<file path="config.mk">
export PLATFORM = sky130hd
export DESIGN_NAME = stream_in_reg
export DESIGN_NICKNAME = d
export VERILOG_FILES = /design/src/rtl/stream_in_reg_pkg.sv /design/src/rtl/stream_in_reg_occ.sv /design/src/rtl/stream_in_reg_hold.sv /design/src/rtl/stream_in_reg.sv
export SDC_FILE = /design/constraint.sdc
export NUM_CORES = 1
export LEC_CHECK = 0
export BUFFER_PORTS_ARGS = -buffer_cell sky130_fd_sc_hd__buf_2
export CAP_MARGIN = 20
export CORE_MARGIN = 4
export CORE_UTILIZATION = 35
export CTS_CLUSTER_SIZE = 16
export DETAILED_ROUTE_END_ITERATION = 7
export SETUP_SLACK_MARGIN = 0.15
export SYNTH_ARGS = -nofsm -noshare
export SYNTH_HDL_FRONTEND = slang
export SYNTH_SLANG_ARGS = --single-unit
</file>
<file path="constraint.sdc">
create_clock -name clk -period 1.25 [get_ports clk]
set_input_delay 0.25 -clock clk [delete_from_list [all_inputs] [get_ports clk]]
set_output_delay 0.25 -clock clk [all_outputs]
set_load 0.1 [all_outputs]
</file>
<file path="src/rtl/stream_in_reg_pkg.sv">
package stream_in_reg_pkg;
   typedef enum logic {
      SLOT_EMPTY = 1'b0,
      SLOT_HELD  = 1'b1
   } slot_state_e;
endpackage

</file>
<file path="src/rtl/stream_in_reg_occ.sv">
module stream_in_reg_occ
   import stream_in_reg_pkg::*;
(
   input  logic clk,
   input  logic rst,
   input  logic offer,
   input  logic take,
   output logic load,
   output logic held
);
   slot_state_e state_q;
   slot_state_e state_d;
   logic        consume;

   assign held    = (state_q == SLOT_HELD);
   assign load    = offer && !held;
   assign consume = take && held;

   always_comb begin
      state_d = state_q;
      if (load)
         state_d = SLOT_HELD;
      else if (consume)
         state_d = SLOT_EMPTY;
   end

   always_ff @(posedge clk) begin
      if (rst)
         state_q <= SLOT_EMPTY;
      else
         state_q <= state_d;
   end

   p_capture_r2: assert property (@(posedge clk) disable iff (rst)
      offer && !held |=> held);
   p_idle_r3: assert property (@(posedge clk) disable iff (rst)
      !offer && !held |=> !held);
   p_consume_r5: assert property (@(posedge clk) disable iff (rst)
      take && held |=> !held);
   p_rise_needs_offer_r9: assert property (@(posedge clk) disable iff (rst)
      !held && !offer |=> !$rose(held));
endmodule

</file>
<file path="src/rtl/stream_in_reg_hold.sv">
module stream_in_reg_hold #(
   parameter int WIDTH           = 32,
   parameter bit ZERO_WHEN_EMPTY = 1'b1
) (
   input  logic             clk,
   input  logic             rst,
   input  logic             load,
   input  logic             held,
   input  logic [WIDTH-1:0] din,
   output logic [WIDTH-1:0] dout
);
   logic [WIDTH-1:0] word_q;

   always_ff @(posedge clk) begin
      if (rst)
         word_q <= '0;
      else if (load)
         word_q <= din;
   end

   generate
      if (ZERO_WHEN_EMPTY) begin : g_mask
         assign dout = held ? word_q : '0;
      end else begin : g_raw
         assign dout = word_q;
      end
   endgenerate

   p_hold_r4: assert property (@(posedge clk) disable iff (rst)
      !load |=> $stable(word_q));
   p_load_r2: assert property (@(posedge clk) disable iff (rst)
      load |=> (word_q == $past(din)));
endmodule

</file>
<file path="src/rtl/stream_in_reg.sv">
module stream_in_reg #(
   parameter int WIDTH           = 32,
   parameter bit ZERO_WHEN_EMPTY = 1'b1
) (
   input  logic             clk,
   input  logic             rst,
   input  logic             src_valid,
   input  logic [WIDTH-1:0] src_data,
   output logic             src_wait,
   input  logic             rd_strobe,
   output logic             opnd_avail,
   output logic [WIDTH-1:0] opnd_data
);
   localparam int BYTES = (WIDTH + 7) / 8;

   generate
      if (WIDTH < 1 || WIDTH > 128) begin : g_bad_width
         $error("stream_in_reg: WIDTH out of range");
      end
      if (BYTES * 8 != WIDTH && WIDTH > 8) begin : g_odd_width
         $info("stream_in_reg: WIDTH is not a whole number of bytes");
      end
   endgenerate

   logic load;
   logic held;

   stream_in_reg_occ u_occ (
      .clk   (clk),
      .rst   (rst),
      .offer (src_valid),
      .take  (rd_strobe),
      .load  (load),
      .held  (held)
   );

   stream_in_reg_hold #(
      .WIDTH           (WIDTH),
      .ZERO_WHEN_EMPTY (ZERO_WHEN_EMPTY)
   ) u_hold (
      .clk  (clk),
      .rst  (rst),
      .load (load),
      .held (held),
      .din  (src_data),
      .dout (opnd_data)
   );

   assign src_wait   = held;
   assign opnd_avail = held;

   p_refuse_r4: assert property (@(posedge clk) disable iff (rst)
      src_wait && !rd_strobe |=> opnd_avail && $stable(opnd_data));
   p_once_r7: assert property (@(posedge clk) disable iff (rst)
      !opnd_avail && !src_valid |=> !opnd_avail);
   p_gap_r8: assert property (@(posedge clk) disable iff (rst)
      opnd_avail && rd_strobe |=> !src_wait);
   p_mask_r10: assert property (@(posedge clk) disable iff (rst)
      !opnd_avail && ZERO_WHEN_EMPTY |-> opnd_data == '0);
endmodule

</file>
After elaboration in Yosys (flattened, before gate mapping) --
Cells that the tools add are included.
Storage, ports and cells: register bits after elaboration 33, input bits 36, output and inout bits 34, word-level logic and storage cells 9
Operators by class: muxes and demuxes 3, reductions and logical operators 4
Operator list (number):
- 32-bit two-way mux | 1
- 1-bit logical AND | 2
- 1-bit two-way mux | 2
- 2-bit nonzero test | 1
- 1-bit zero test | 1

Logic depth before layout (Yosys ltp) --
Gate-level depths: netlist (run 1).
depth after elaboration 3, gate-level depth with buffers 4

Cells and area by module --
Synthesis (run 1) repeated with hierarchy kept, for this count alone.
Second synthesis, totals: cell total of the unflattened synthesis 143, area, all modules 1422.6 sq um
Modules (own cells, without submodules):
- stream_in_reg_hold | instances 1, cells an instance 138, area an instance 1375.1 sq um, sequential area each 640.6 sq um
- stream_in_reg_occ | instances 1, cells an instance 4, area an instance 40.0 sq um, sequential area each 20.0 sq um
- stream_in_reg | instances 1, cells an instance 1, area an instance 7.5 sq um, sequential area each 0.0 sq um

Least setup slack after synthesis (run 1) --
Ideal clock, no wire load.
path kind register -> output, start register u_occ.state_q (netlist: u_occ.held), end output opnd_data[0], arrival 2.122 ns, setup slack -1.122 ns, cell stages (with the launch flop) 4, path buffers 2, path through dfxtp_1 buf_6 buf_2 and2_1
Between the ends: cells in the longest elaborated chain, start to end 1
RTL lines:
- from (decl) | line stream_in_reg_occ.sv:11 | slot_state_e state_q;
- from (signal assigned) | line stream_in_reg_occ.sv:31 | state_q <= state_d;
- 32-bit two-way mux | line stream_in_reg_hold.sv:23 | assign dout = held ? word_q : '0;
- to (decl) | line stream_in_reg.sv:12 | output logic [WIDTH-1:0] opnd_data
No other way between the ends.

Final worst setup path (run 1) --
start register u_occ.state_q (netlist: u_occ.held), end output opnd_data[12]
The elaborated chain is that of the path after synthesis.

==> results of run 1 <==
==> cells in the mapped netlist (all sizes together) <==
master	n	area, um2
nor2	1	3.75
buf	19	160
nand2b	30	253
and2b	1	10.0
and2	32	200
or2b	2	16.3
a211oi	1	12.5
nand4bb	32	360
o21ai	32	273
dfxtp	33	661
bufbuf	1	18.8
dlymetal6s2s	1	12.5
==> power by group through the flow <==
stage | Clock (mW) | Sequential [mW] | Combinational (mW)
after global routing | 0.913 | 1.18 | 1.11
final | 0.817 | 1.17 | 1.05
after CTS | 0.846 | 1.17 | 1.02
after detailed placement | 0 | 1.20 | 0.882
after floorplan | 0 | 1.20 | 0.607
after global placement | 0 | 1.20 | 0.875
==> flip-flops by register name, summed over array words and instances, names as in the netlist <==
signal and flops:
u_hold.word_q 32, u_occ.held 1
==> cell type report <==
cell class	instances	area share (%)
multi-input cells	131	35.9
well taps	72	2.66
clock buffers	8	2.66
flip-flops and latches	33	19.6
repair buffers	99	39.1
==> worst register-to-register path, delay by kind of cell, from the launching register on <==
kind / cells / cell delay, ns
buffers and inverters: 4 / 0.48
and+or+nand+nor: 1 / 0.37
DFF: 1 / 0.36
AOI/OAI and AO/OA: 1 / 0.05
==> routing by layer <==
layer | share of wire [%] | GRT usage (%) | vias up | wire (um)
li1 | - | - | 812 | -
met1 | 42 | 17.1 | 742 | 2060
met2 | 52 | 25.9 | 45 | 2520
met3 | 5.5 | 4.17 | 5 | 268
met4 | 0.62 | 3.12 | 0 | 30
met5 | 0 | 0 | - | 0
==> repair_timing <==
item	in CTS	in global routing
hold endpoints to repair	0	0
pin swaps	32	12
buffers inserted	10	2
cloned	4	2
resized for setup	10	3
endpoints found under the setup margin	35	66
hold buffers	0	0
==> how the worst max path moves through the flow <==
stage               startpoint            end  slack (ns)  depth (start not counted)
detailed placement  u_occ.held   opnd_data[8]        0.04                          3
global placement    u_occ.held  opnd_data[13]        0.05                          3
CTS                 u_occ.held  opnd_data[11]       -0.23                          4
global route        u_occ.held   opnd_data[9]       -0.27                          4
finish              u_occ.held  opnd_data[12]       -0.22                          4
floorplan           u_occ.held   opnd_data[0]       -0.17                          3
==> kinds of logic (layout without fill, tap and decap cells) <==
kind of cell           after synthesis  after routing  synth area share, %
flip-flops                          33             33                 33.4
AND/OR/NAND/NOR                     98             98                 42.6
AO/OA/AOI/OAI                       33             33                 14.4
buffers and inverters               21            107                 9.67
==> per-stage QoR <==
stage	setup TNS (ns)	cell area (um2)	setup slack, ns
after floorplan	-5.17	2080	-0.169
after global placement	0	3000	0.0549
after detailed placement	0	3000	0.0384
after CTS	-7.76	3310	-0.229
after global routing	-12.46	3390	-0.269
final	-8.97	3390	-0.216
==> results.ini, run 1 <==
[layout]
multi_input_area_mm2 = 0.00122
layout_common_cells = buf_12, buf_2
drive_gt1_share_pct = 73.4
nets = 306
regArea_um2 = 664
fin_util_pct = 61.5
synthToLayoutAreaGrowth_pct = 70.9
diodes = 0
final_common_cell = buf_12
finalNonFillerCells = 343
fillCellCount = 456

[power_and_ir_drop]
p_per_area_mw_per_mm2 = 898
seq_power_share_pct = 38.5
switchingPower_mw = 0.934
clkPwrFrac_pct = 26.9
totalPowerFinal_mw = 3.04
switching_share_pct = 30.8
comb_power_share_pct = 34.7
vdd_drop_max_uv = 461
cellLeakagePower_nw = 1.35
p_int_mw = 2.10

[placed_design]
finalWeightedCongestion = 0.742
portBuffers = 69
dp_cells = 317
dp_hpwl_mm = 3.23

[drt]
drtAntennaViolNets = 0
drc = 0
drtIter0Drc = 31
drt-wirelength-per-cell_um = 14.2
finalWirelength_mm = 4.88
via_per_inst = 4.68
firstDrtPassIters = 4
num_vias = 1604

[worst_setup_path]
critPathMaxFanout = 10
critPathRequiredTime_ns = 1.00
cp_top_family = buffers and inverters
endpoint_kind = output port
path_cells = buf_6, buf_12, and2_4, buf_12
slowest_delay_ns = 0.36
critPathSlowestCell = dfxtp_4
path_buf_inv = 3
r2r-end = u_hold.word_q[2]
critPathKind = reg -> out
regToRegSetupSlack_ns = -0.13
ff2ff_path_depth = 6
arrival_ns = 1.22
start_kind = register
r2r_start = u_occ.held
critPathMostFrequentCell = buf_12

[clock_network]
cts-buffers-inserted = 5
cts_max_path_buffers = 2
cts_sinks = 33
htree_levels = 2
clkTransAtPathRegs_ns = 0.07
clkLatencyLatePin_ns = 0.28
cts_tree = built
root_buffer = clkbuf_8

[floorplan]
rows = 27
dieArea_mm2 = 0.00693
ioPinCount = 70
core_mm2 = 0.00551
die_h_um = 83.2
initial_utilization_pct = 36.0
die_w_um = 83.2

[synthesis]
synth_seq_area_share_pct = 33.4
syn_inst = 185
syn_area_mm2 = 0.00198
ys_types = 18
ys_warn_count = 0
post_synth.cell_area_avg_um2 = 10.7
ys_ff_latch = 33
synthesis.nets = 221

[global_routing]
overflow = 0
first_global_vias = 1737
antenna_found_initial = 0
grt_max_degree = 44
grt_pass1_wl_mm = 8.29
grt.total_usage_pct = 14.5

[timing]
hold_ws_ns = 0.159
min_period_ns = 1.47
worstMarginPinSlew_ns = 0.212
hold_viol = 0
max-slew-margin-rel_pct = 85.9
drv_slew = 0
finalClockSkew_ns = 0.00831
rsz0062_at_grt = yes
timing.final.crit_share_pct = 117
fin_ws_ns = -0.216
setup_viol_count_final = 66
fmax_ghz = 0.682

[run]
maxCapViolCount = 0

[min_path]
min_to = u_occ.held
worstHoldStart = rd_strobe
worstHoldPathType = in -> reg
worstHoldPathCells = 2

[outcome]
outcome = finished with violations
violations = setup timing

Note: power is estimated with default switching activity, not from simulation.
==> inputs of run 2 (changes only) <==
--- a/config.mk
+++ b/config.mk
@@ -7,10 +7,10 @@
 export LEC_CHECK = 0
 export BUFFER_PORTS_ARGS = -buffer_cell sky130_fd_sc_hd__buf_2
 export CAP_MARGIN = 20
-export CORE_MARGIN = 4
 export CORE_UTILIZATION = 35
 export CTS_CLUSTER_SIZE = 16
 export DETAILED_ROUTE_END_ITERATION = 7
+export REMOVE_ABC_BUFFERS = 1
 export SETUP_SLACK_MARGIN = 0.15
 export SYNTH_ARGS = -nofsm -noshare
 export SYNTH_HDL_FRONTEND = slang
==> run 2 against run 1 <==
  * The run still ends with setup timing left
  * Clock skew decreased by 0.0072 ns
  * Non-clock buffer count is 7 lower
  * Final cell count is 2.0% lower
  * Combinational power is 5% lower
  * Cell area fell by 3.0%
  * Sequential cell count unchanged
  * Routed wire length down 11%
  * Die area decreased by 14%
  * Largest cell class unchanged
  * Setup slack better by 0.066 ns
  * Maximum frequency up 4.7%
  * Sequential power is essentially flat
==> results.ini, run 2 (synthesis results as in run 1) <==
[timing]
hold_viol = 0
timing.final.crit_share_pct = 112
fin_ws_ns = -0.150
rsz0062_at_grt = yes
max-slew-margin-rel_pct = 88.4
worstMarginPinSlew_ns = 0.175
min_period_ns = 1.40
fmax_ghz = 0.714
finalClockSkew_ns = 0.00113
hold_ws_ns = 0.152
setup_viol_count_final = 58
drv_slew = 0

[placed_design]
post_dp_cell_area_mm2 = 0.00289
dp_cells = 316
finalWeightedCongestion = 0.667
dp_hpwl_mm = 2.82
portBuffers = 69

[clock_network]
cts_tree = built
cts-buffers-inserted = 5
cts_max_path_buffers = 2
root_buffer = clkbuf_8
htree_levels = 2
cts_sinks = 33
clkTransAtPathRegs_ns = 0.07
clkLatencyLatePin_ns = 0.27

[drt]
drtAntennaViolNets = 0
drc = 0
via_per_inst = 4.66
num_vias = 1565
finalWirelength_mm = 4.36
firstDrtPassIters = 4
drtIter0Drc = 45
drt-wirelength-per-cell_um = 13.0

[global_routing]
grt_max_degree = 34
grt_pass1_wl_mm = 7.49
grt.total_usage_pct = 15.8
antenna_found_initial = 0
first_global_vias = 1537
overflow = 0

[layout]
largest_reg_flops = 32
final_common_cell = buf_12
drive_gt1_share_pct = 72.3
fillCellCount = 478
largest_register = u_hold.word_q
finalNonFillerCells = 336
multi_input_area_mm2 = 0.00122
final_cell_area_mm2 = 0.00328
nets = 299
diodes = 0
synthToLayoutAreaGrowth_pct = 65.8
regArea_um2 = 664
fin_util_pct = 60.0
layout_common_cells = buf_12, buf_2

[run]
maxCapViolCount = 0

[min_path]
worstHoldPathType = in -> reg

[outcome]
outcome = finished with violations
violations = setup timing

[worst_setup_path]
critPathMaxFanout = 17
start_kind = register
critPathKind = reg -> out
arrival_ns = 1.15
endpoint_kind = output port
critPathRequiredTime_ns = 1.00

[floorplan]
core_mm2 = 0.00547
rows = 27
die_w_um = 77.2
ioPinCount = 70
die_h_um = 77.2
initial_utilization_pct = 36.2
dieArea_mm2 = 0.00596

[power_and_ir_drop]
vdd_drop_max_uv = 493
p_per_area_mw_per_mm2 = 891
cellLeakagePower_nw = 1.29

## run 2: power breakdown
part | switching, mW | total, mW | internal, mW
logic | 0.502 | 0.993 | 0.491
clock network | 0.365 | 0.761 | 0.396
registers | 0.0509 | 1.17 | 1.12
total | 0.918 | 2.93 | 2.01
## run 2: cell type report
class	count	area share (%)
sequential	33	20.2
timing repair buffer	92	37.5
clock buffer	8	2.44
tap	72	2.74
multi-input combinational	131	37.0
## run 2: stage by stage
stage                     worst slack [ns]  total power [mW]  setup TNS, ns
after floorplan                      -2.22              1.67        -130.78
after global placement              0.0309              2.02              0
after detailed placement            0.0209              2.03              0
after CTS                           -0.171              2.95          -6.19
after global routing                -0.208              3.07          -7.94
final                               -0.150              2.93          -5.25
## run 2: final timing paths
path                                         from           endpoint  slack, ns  cells after the start
worst max register to register         u_occ.held  u_hold.word_q[27]      -0.04                      5
worst min-delay path                    rd_strobe         u_occ.held       0.15                      2
worst min register to register  u_hold.word_q[24]  u_hold.word_q[24]       0.46                      2
worst max-delay path                   u_occ.held      opnd_data[15]      -0.15                      3
## run 2: timing repair
action / 4_1_cts / 5_1_grt
cloned: 4 / 0
endpoints found under the setup margin: 66 / 66
hold buffers: 0 / 0
gates resized for setup: 38 / 3
setup buffers: 6 / 2
## run 2: critical path: stages, from the launching register on
cell and delay [ns]:
dfxtp_4 0.40, buf_12 0.15, and2_4 0.16, buf_12 0.16
## run 2: layer usage
metal  global-route usage, %  part of all wire, %
met1                    20.0                   48
met2                    25.8                   47
met3                    4.29                  4.1
met4                    5.09                 0.71
met5                       0                    0
==> inputs of run 3 (changes only) <==
--- a/config.mk
+++ b/config.mk
@@ -14,4 +14,5 @@
 export SETUP_SLACK_MARGIN = 0.15
 export SYNTH_ARGS = -nofsm -noshare
 export SYNTH_HDL_FRONTEND = slang
+export SYNTH_HIERARCHICAL = 1
 export SYNTH_SLANG_ARGS = --single-unit
==> run 3 against run 2 <==
  * The run still ends with setup timing left
  * Count of clock-buffer cells in the layout is 1 lower
  * Critical path depth stayed put
  * Synthesized cell count is 23% lower
  * First-iteration DRC count is 38% lower
  * Largest cell class unchanged
  * Largest power group unchanged
==> results.ini, run 3 <==
[outcome]
outcome = finished with violations
violations = setup timing

[synthesis]
synth_enable_flop_cells = 0
synth_adder_area_share_pct = 0
synth_top_area_share_pct = 46.4
synth_xor_area_share_pct = 0
synth_area_leaders = dfxtp_1, mux2i_1, and2_1
synthFlopType = dfxtp_1
post_synth.cell_area_avg_um2 = 9.95
ys_warn_count = 6
syn_area_mm2 = 0.00142
synth_common_cells = dfxtp_1, nor2_1, and2_1, mux2i_1, clkbuf_1
syn_inst = 143
synthSimpleGateAreaFrac_pct = 23.4
yosys.area.top_type = dfxtp_1
async_flop_share_pct = 0
synth-compound-area-share_pct = 0.528
ys_types = 10
synth_top_family_by_area = simple AND/OR/NAND/NOR gates
ys_ff_latch = 33
synth_mux_area_share_pct = 22.5
synth_seq_area_share_pct = 46.4

[layout]
finalNonFillerCells = 269
regArea_um2 = 664
largest_register = u_hold/word_q
layout_common_cells = buf_12, buf_2, nor2_1
drive_gt1_share_pct = 57.0
synthToLayoutAreaGrowth_pct = 88.4
diodes = 0
multi_input_area_um2 = 762
largest_reg_flops = 32
fin_util_pct = 71.1
nets = 256
final_common_cell = buf_12
fillCellCount = 273

[worst_setup_path]
critPathMaxFanout = 13
critPathRequiredTime_ns = 1.00
critPathKind = reg -> out
endpoint_kind = output port
start_kind = register
arrival_ns = 1.17

[placed_design]
portBuffers = 69
dp_hpwl_mm = 2.41
pre_cts_slack_ns = 0.0414
finalWeightedCongestion = 0.719
dp_cells = 254

[drt]
finalWirelength_mm = 3.54
via_per_inst = 4.59
num_vias = 1234
drtAntennaViolNets = 0
drc = 0
firstDrtPassIters = 4
drtIter0Drc = 28
drt-wirelength-per-cell_um = 13.2

[timing]
timing.final.crit_share_pct = 114
setup_viol_count_final = 58
rsz0062_at_grt = yes
hold_viol = 0
fin_ws_ns = -0.174
finalClockSkew_ns = 0.00814
min_period_ns = 1.42
worstMarginPinSlew_ns = 0.298
max-slew-margin-rel_pct = 80.1
fmax_ghz = 0.702
drv_slew = 0

[global_routing]
grt.total_usage_pct = 18.9
overflow = 0
grt_pass1_wl_mm = 6.02
grt_max_degree = 21
antenna_found_initial = 0
first_global_vias = 1260

[clock_network]
htree_levels = 2
clkTransAtPathRegs_ns = 0.07
clkLatencyLatePin_ns = 0.29
holdBufCountCts = 0
root_buffer = clkbuf_8
cts_sinks = 33
cts-buffers-inserted = 5
cts_max_path_buffers = 2
cts_tree = built

[floorplan]
die_h_um = 65.8
die_w_um = 65.8
rows = 22
ioPinCount = 70
dieArea_mm2 = 0.00432
initial_utilization_pct = 37.7
core_mm2 = 0.00377

[min_path]
worstHoldPathType = in -> reg

[run]
maxCapViolCount = 0

[power_and_ir_drop]
totalPowerFinal_mw = 2.88
cellLeakagePower_nw = 1.20
vdd_drop_max_uv = 548
p_per_area_mw_per_mm2 = 1080

run 3: cell type report:
type                            count  area share [%]
Clock buffer                        7            3.59
Clock inverter                      1           0.187
Multi-Input combinational cell     99            28.4
Sequential cell                    33            24.8
Tap cell                           48            2.24
Timing Repair Buffer               81            40.8
run 3: per-layer routing:
layer / vias up / wire length (um) / track usage, %
li1: 610 / - / -
met1: 562 / 1430 / 21.0
met2: 57 / 1790 / 32.8
met3: 5 / 282 / 6.77
met4: 0 / 42 / 6.52
met5: - / 0 / 0
run 3: worst paths after layout:
kind	startpoint	to	slack [ns]	cells after the start
max reg2reg	u_occ/held	u_hold/word_q[16]	-0.07	5
max	u_occ/held	opnd_data[25]	-0.17	3
min reg2reg	u_hold/word_q[6]	u_hold/word_q[6]	0.50	2
min	rd_strobe	u_occ/held	0.13	2
run 3: kinds of logic (layout without fill, tap and decap cells):
group,Yosys count,count (layout)
and+or+nand+nor,66,66
DFF,33,33
muxes,32,32
buffers and inverters,11,89
AOI/OAI and AO/OA,1,1
run 3: through the flow:
stage | instance area, um2 | hold slack [ns] | TNS (ns)
floorplan | 1320 | 0.322 | -116.56
global placement | 2320 | 0.439 | 0
detailed placement | 2320 | 0.447 | 0
CTS | 2660 | 0.121 | -6.89
global route | 2680 | 0.123 | -9.32
finish | 2680 | 0.134 | -6.74
run 3: report_power, final:
| part | internal, mW | switching, mW | total (mW) |
|---|---|---|---|
| Sequential | 1.12 | 0.0433 | 1.16 |
| Combinational | 0.396 | 0.451 | 0.847 |
| Clock | 0.497 | 0.375 | 0.872 |
| Total | 2.01 | 0.870 | 2.88 |
run 3: worst max-delay path: stages, from the launching register on:
cell	delay [ns]
dfxtp_4	0.41
buf_12	0.15
and2_4	0.16
buf_12	0.16
run 3: what timing repair did:
action / in CTS / in global routing
cloned: 3 / 0
hold endpoints to repair: 0 / 0
pin swaps: 1 / 10
setup endpoints to repair: 66 / 66
resized for setup: 42 / 3
setup buffers: 4 / 0
